File: config.mk
export PLATFORM = sky130hd
export DESIGN_NAME = ipi_agent
export DESIGN_NICKNAME = d
export VERILOG_FILES = /design/src/rtl/ipi_pkg.sv /design/src/rtl/ipi_decode.sv /design/src/rtl/ipi_status.sv /design/src/rtl/ipi_mask.sv /design/src/rtl/ipi_trig.sv /design/src/rtl/ipi_agent.sv
export SDC_FILE = /design/constraint.sdc
export NUM_CORES = 1
export LEC_CHECK = 0
export BUFFER_PORTS_ARGS = -buffer_cell sky130_fd_sc_hd__buf_2
export CAP_MARGIN = 5
export CORE_ASPECT_RATIO = 0.8
export CORE_MARGIN = 2
export CORE_UTILIZATION = 40
export CTS_CLUSTER_DIAMETER = 100
export DETAILED_ROUTE_END_ITERATION = 10
export PLACE_DENSITY = 0.76
export SLEW_MARGIN = 5
export SYNTH_ARGS = -nofsm -noshare
export SYNTH_HDL_FRONTEND = slang
export SYNTH_SLANG_ARGS = --single-unit
File: constraint.sdc
create_clock -name clk -period 1.7 [get_ports clk]
set_input_delay 0.34 -clock clk [delete_from_list [all_inputs] [get_ports clk]]
set_output_delay 0.34 -clock clk [all_outputs]
set_load 0.02 [all_outputs]
File: src/rtl/ipi_pkg.sv
// Shared constants, channel/bit-position mapping and register selector type
// for the inter-processor interrupt agent.
// Assumes the eleven-channel sparse layout is fixed by the system map.
package ipi_pkg;

    localparam int NUM_CH = 11;
    localparam int DATA_W = 32;

    // Word offsets (byte offset / 4) of the mapped registers.
    localparam int OFF_TRIG = 0;
    localparam int OFF_OBS  = 1;
    localparam int OFF_STAT = 4;
    localparam int OFF_MASK = 5;
    localparam int OFF_UNMK = 6;
    localparam int OFF_SETM = 7;

    localparam logic [DATA_W-1:0] CH_WORD_MASK = 32'h0F0F_0301;

    typedef enum logic [2:0] {
        SEL_NONE,
        SEL_TRIG,
        SEL_OBS,
        SEL_STAT,
        SEL_MASK,
        SEL_UNMK,
        SEL_SETM
    } reg_sel_e;

    // Bit position of channel c inside a register word.
    function automatic int chan_pos(input int c);
        if (c == 0)      return 0;
        else if (c < 3)  return c + 7;
        else if (c < 7)  return c + 13;
        else             return c + 17;
    endfunction

    // Spread a channel vector into its sparse word layout.
    function automatic logic [DATA_W-1:0] chan_to_word(input logic [NUM_CH-1:0] ch);
        logic [DATA_W-1:0] w;
        w = '0;
        for (int c = 0; c < NUM_CH; c++) begin
            w[chan_pos(c)] = ch[c];
        end
        return w;
    endfunction

    // Gather the channel bits out of a word; reserved bits are dropped.
    function automatic logic [NUM_CH-1:0] word_to_chan(input logic [DATA_W-1:0] w);
        logic [NUM_CH-1:0] ch;
        for (int c = 0; c < NUM_CH; c++) begin
            ch[c] = w[chan_pos(c)];
        end
        return ch;
    endfunction

endpackage

File: src/rtl/ipi_decode.sv
// Address decoder: turns a bus access into a register selector.
// Assumes word-aligned byte addresses; misaligned or unmapped accesses
// select nothing.
module ipi_decode
    import ipi_pkg::*;
#(
    parameter int ADDR_W = 8
) (
    input  logic              bus_valid,
    input  logic [ADDR_W-1:0] bus_addr,
    output reg_sel_e          sel
);

    localparam int IDX_W = ADDR_W - 2;

    logic [IDX_W-1:0] word_idx;
    logic             aligned;

    assign word_idx = bus_addr[ADDR_W-1:2];
    assign aligned  = (bus_addr[1:0] == 2'b00);

    // Map the word index of a valid, aligned access onto a register.
    always_comb begin
        sel = SEL_NONE;
        if (bus_valid && aligned) begin
            case (word_idx)
                IDX_W'(OFF_TRIG): sel = SEL_TRIG;
                IDX_W'(OFF_OBS):  sel = SEL_OBS;
                IDX_W'(OFF_STAT): sel = SEL_STAT;
                IDX_W'(OFF_MASK): sel = SEL_MASK;
                IDX_W'(OFF_UNMK): sel = SEL_UNMK;
                IDX_W'(OFF_SETM): sel = SEL_SETM;
                default:          sel = SEL_NONE;
            endcase
        end
    end

endmodule

File: src/rtl/ipi_status.sv
// Latched request status with write-one-to-clear.
// Assumes req is synchronous to clk; a set and a clear of the same bit in
// one cycle leave the bit set.
module ipi_status #(
    parameter int N = 11
) (
    input  logic         clk,
    input  logic         rst_n,
    input  logic [N-1:0] req,
    input  logic         clr_en,
    input  logic [N-1:0] clr_bits,
    output logic [N-1:0] stat
);

    logic [N-1:0] clr_eff;

    assign clr_eff = clr_en ? clr_bits : '0;

    // Clear the written ones, then let new requests win.
    always_ff @(posedge clk) begin
        if (!rst_n) stat <= '0;
        else        stat <= (stat & ~clr_eff) | req;
    end

endmodule

File: src/rtl/ipi_mask.sv
// Interrupt mask changed only through separate unmask and set-mask writes.
// Assumes the two write strobes are never active together (one bus access
// per cycle).
module ipi_mask #(
    parameter int N = 11
) (
    input  logic         clk,
    input  logic         rst_n,
    input  logic         unmask_en,
    input  logic         setmask_en,
    input  logic [N-1:0] bits,
    output logic [N-1:0] mask
);

    // Start fully masked; clear or set selected bits on the strobes.
    always_ff @(posedge clk) begin
        if (!rst_n)          mask <= '1;
        else if (unmask_en)  mask <= mask & ~bits;
        else if (setmask_en) mask <= mask | bits;
    end

endmodule

File: src/rtl/ipi_trig.sv
// Trigger pulse generator: one-cycle pulses per written channel bit.
// Assumes a new write in the pulse cycle simply produces the next pulse.
module ipi_trig #(
    parameter int N = 11
) (
    input  logic         clk,
    input  logic         rst_n,
    input  logic         fire,
    input  logic [N-1:0] bits,
    output logic [N-1:0] pulse
);

    // Hold the written bits for a single cycle, else return to zero.
    always_ff @(posedge clk) begin
        if (!rst_n)    pulse <= '0;
        else if (fire) pulse <= bits;
        else           pulse <= '0;
    end

endmodule

File: src/rtl/ipi_agent.sv
// Inter-processor interrupt agent: register decode, trigger pulses,
// latched status, mask control, observation feedback and interrupt.
// Assumes one bus access per cycle and all inputs synchronous to clk.
module ipi_agent
    import ipi_pkg::*;
#(
    parameter int ADDR_W = 8
) (
    input  logic              clk,
    input  logic              rst_n,
    input  logic              bus_valid,
    input  logic              bus_write,
    input  logic [ADDR_W-1:0] bus_addr,
    input  logic [31:0]       bus_wdata,
    output logic [31:0]       bus_rdata,
    input  logic [10:0]       req_in,
    input  logic [10:0]       obs_in,
    output logic [10:0]       trig_out,
    output logic [10:0]       obs_out,
    output logic              irq
);

    reg_sel_e          sel;
    logic              wr;
    logic [NUM_CH-1:0] wbits;
    logic [NUM_CH-1:0] stat_q;
    logic [NUM_CH-1:0] mask_q;
    logic [NUM_CH-1:0] obs_q;

    assign wr    = bus_valid && bus_write;
    assign wbits = word_to_chan(bus_wdata);

    ipi_decode #(.ADDR_W(ADDR_W)) u_decode (
        .bus_valid (bus_valid),
        .bus_addr  (bus_addr),
        .sel       (sel)
    );

    ipi_trig #(.N(NUM_CH)) u_trig (
        .clk   (clk),
        .rst_n (rst_n),
        .fire  (wr && sel == SEL_TRIG),
        .bits  (wbits),
        .pulse (trig_out)
    );

    ipi_status #(.N(NUM_CH)) u_status (
        .clk      (clk),
        .rst_n    (rst_n),
        .req      (req_in),
        .clr_en   (wr && sel == SEL_STAT),
        .clr_bits (wbits),
        .stat     (stat_q)
    );

    ipi_mask #(.N(NUM_CH)) u_mask (
        .clk        (clk),
        .rst_n      (rst_n),
        .unmask_en  (wr && sel == SEL_UNMK),
        .setmask_en (wr && sel == SEL_SETM),
        .bits       (wbits),
        .mask       (mask_q)
    );

    // Sample the target feedback lines for software to read.
    always_ff @(posedge clk) begin
        if (!rst_n) obs_q <= '0;
        else        obs_q <= obs_in;
    end

    assign obs_out = stat_q;
    assign irq     = |(stat_q & ~mask_q);

    // Return the selected register in its sparse layout; others read zero.
    always_comb begin
        bus_rdata = '0;
        if (!bus_write) begin
            case (sel)
                SEL_OBS:  bus_rdata = chan_to_word(obs_q);
                SEL_STAT: bus_rdata = chan_to_word(stat_q);
                SEL_MASK: bus_rdata = chan_to_word(mask_q);
                default:  bus_rdata = '0;
            endcase
        end
    end

endmodule

==> reports/results.ini <==
[run_status]
status=complete, but fails checks
violations=negative setup slack

[routing]
num_vias=2127
drtPass1Iterations=4
drt_wl_total_um=6180
ant_nets=0
wl_per_cell_um=15.2
routed_via_density=5.21
drt-initial-drc-count=180
drc=0

[synth]
yosysWarnings=0
synth_top_area_share_pct=40.0
synth_most_common_cell=dfxtp_1
synth_area_leaders=dfxtp_1, and2_1, a32oi_1, buf_4, a2111oi_2
synth_top_cell_by_area=dfxtp_1
syn_area_um2=2200
synth_edf_count=0
yosysUniqueCellTypes=27
ys_seq_elements=44
yosysSeqAreaShare_pct=40.0
synth_common_cells=dfxtp_1, and2_1, inv_1, a32oi_1, buf_4
syn_area_per_cell_um2=9.13
syn_inst=241
ys_async_sr_fraction_pct=0
synth_flop_cell=dfxtp_1

[power]
comb_power_share_pct=16.4
pwr-share-seq_pct=48.2
swShare_pct=27.1
clockPowerShare_pct=35.4
powerDensity_nw_per_um2=711
p_leak_nw=1.43
finalPower_w=0.00226
switchingPower_w=0.000612
peakVddDrop_v=0.000475
p_int_w=0.00164

[timing]
timing.final.crit_period_ns=2.16
layout_setup_ws_ns=-0.457
hold_violations=0
maxSlewHeadroom_pct=62.0
rsz0062_at_grt=true
worstMarginPinSlew_ns=0.570
setup_viol_count_final=12
drv_slew=0
fmax_ghz=0.464
fin_tns_setup_ns=-4.93
finalCritPeriodShare_pct=127
hold_ws_ns=0.247
skew_ns=0

[critical_path]
end_kind=primary output
critPathArrivalTime_ns=1.82
critPathRequiredTime_ns=1.36
worstSetupStartpointType=input port
crit_path_start=bus_addr[1]
reg2reg_slack_ns=0.91
crit_path_end=bus_rdata[16]
crit_type=in -> out
r2r_start=u_status.stat[4]
path_depth=6
path_cells=buf_6, nor4b_4, or4b_4, buf_12, a2111oi_4, buf_4
max_stage_delay_ns=0.53
regToRegEndpoint=u_status.stat[4]
slowest_stage=or4b_4
path_buf_inv=3
crit_family=simple AND/OR/NAND/NOR gates
reg2reg_depth=2
critPathMaxFanout=10

[placed_design]
place_ws_ns=-0.499
place_inst=393
place_hpwl_um=4680
routabilityCongestion=0.805
port-buffer-count=78

[global_routing]
grt_pass1_wl_um=10200
antenna_found_initial=0
grt_max_degree=34
grt_overflow_total=0
grt_pass1_vias=2042
gr-usage-all-layers_pct=20.9

[cells_and_area]
stdcell_count=408
antennaDiodeCount=0
drive_gt1_share_pct=42.0
fillers=494
final_nets=408
areaGrowthSynthToFinish_pct=44.1

[clock_network]
cts_root_buf=clkbuf_8
cts-hold-fix-buffers=0
clock_latency_ns=0.30
htreeDepth=2
clock-sinks=44
clk_pin_slew_ns=0.08
cts_tree=done
cts_buffers=5
clockBufferDepth=2

[floorplan]
dieHeight_um=70.3
io_pins=121
dieArea_um2=6120
start_util_pct=40.9
core-area_um2=5380
die_w_um=86.9
num_rows=24

[hold_path]
hp-class=in -> reg

[job]
max_cap_viol_count=0

worst min-delay path by stage:
| stage | cells after the start | to | startpoint | slack (ns) |
|---|---|---|---|---|
| 2_1_floorplan | 1 | flip-flop | bus_wdata[27] | 0.43 |
| 3_3_place_gp | 2 | flip-flop | flip-flop | 0.48 |
| 3_5_place_dp | 2 | flip-flop | flip-flop | 0.49 |
| 4_1_cts | 2 | obs_q[7] | obs_in[7] | 0.24 |
| 5_1_grt | 2 | obs_q[10] | obs_in[10] | 0.24 |
| 6_report | 2 | flip-flop | bus_wdata[16] | 0.25 |
cell type report:
type | instances | area, um^2 | share of cell area (%)
inverters | 23 | 86.3 | 2.72
flip-flops and latches | 44 | 891 | 28.1
clock buffers | 5 | 68.8 | 2.17
repair buffers | 112 | 749 | 23.6
multi-input cells | 156 | 1250 | 39.5
well taps | 65 | 81.3 | 2.56
clock inverters | 3 | 42.5 | 1.34
layout by cell type (no fill, tap or decap), drive strengths merged, types with 2 or more instances in the layout:
cell,synthesis,layout
buf,23,112
dfxtp,44,44
and2,34,34
inv,23,23
a32oi,22,22
conb,1,21
a2111oi,13,13
nand2,11,11
nand4,11,11
o21ai,11,11
a31oi,11,11
nor2b,7,7
clkbuf,15,5
nor3b,3,3
and4,3,3
nor2,2,2
cells by family after synthesis:
kind of cell	count (synthesis)	share of synthesized area [%]
buf+inv	61	14.3
flops	44	40.0
simple gates	76	21.7
other cells	1	0.170
compound gates	59	23.8
what timing repair did:
item | CTS | global route
gates resized for setup | 26 | 7
setup endpoints to repair | 12 | 12
setup buffers | 4 | 3
pin swaps | 4 | 5
metal layers:
layer / wire length, um / GRT usage [%]
met1: 2840 / 29.3
met2: 2820 / 31.8
met3: 424 / 4.85
met4: 94 / 6.25
met5: 0 / 0
metrics by stage:
stage | utilization, % | instance area, um^2
after detailed placement | 53.9 | 2900
final | 59.0 | 3170
after global routing | 59.0 | 3170
after floorplan | - | 2400
after global placement | 53.9 | 2900
after CTS | 58.1 | 3120
power by group through the flow:
| stage | Combinational [W] | Clock (W) | Sequential [W] |
|---|---|---|---|
| finish | 0.000370 | 0.000798 | 0.00109 |
| global route | 0.000401 | 0.000859 | 0.00109 |
| CTS | 0.000363 | 0.000816 | 0.00109 |
| detailed placement | 0.000352 | 0 | 0.00111 |
| global placement | 0.000344 | 0 | 0.00111 |
| floorplan | 0.000203 | 0 | 0.00113 |
(Power assumes the default switching activity.)
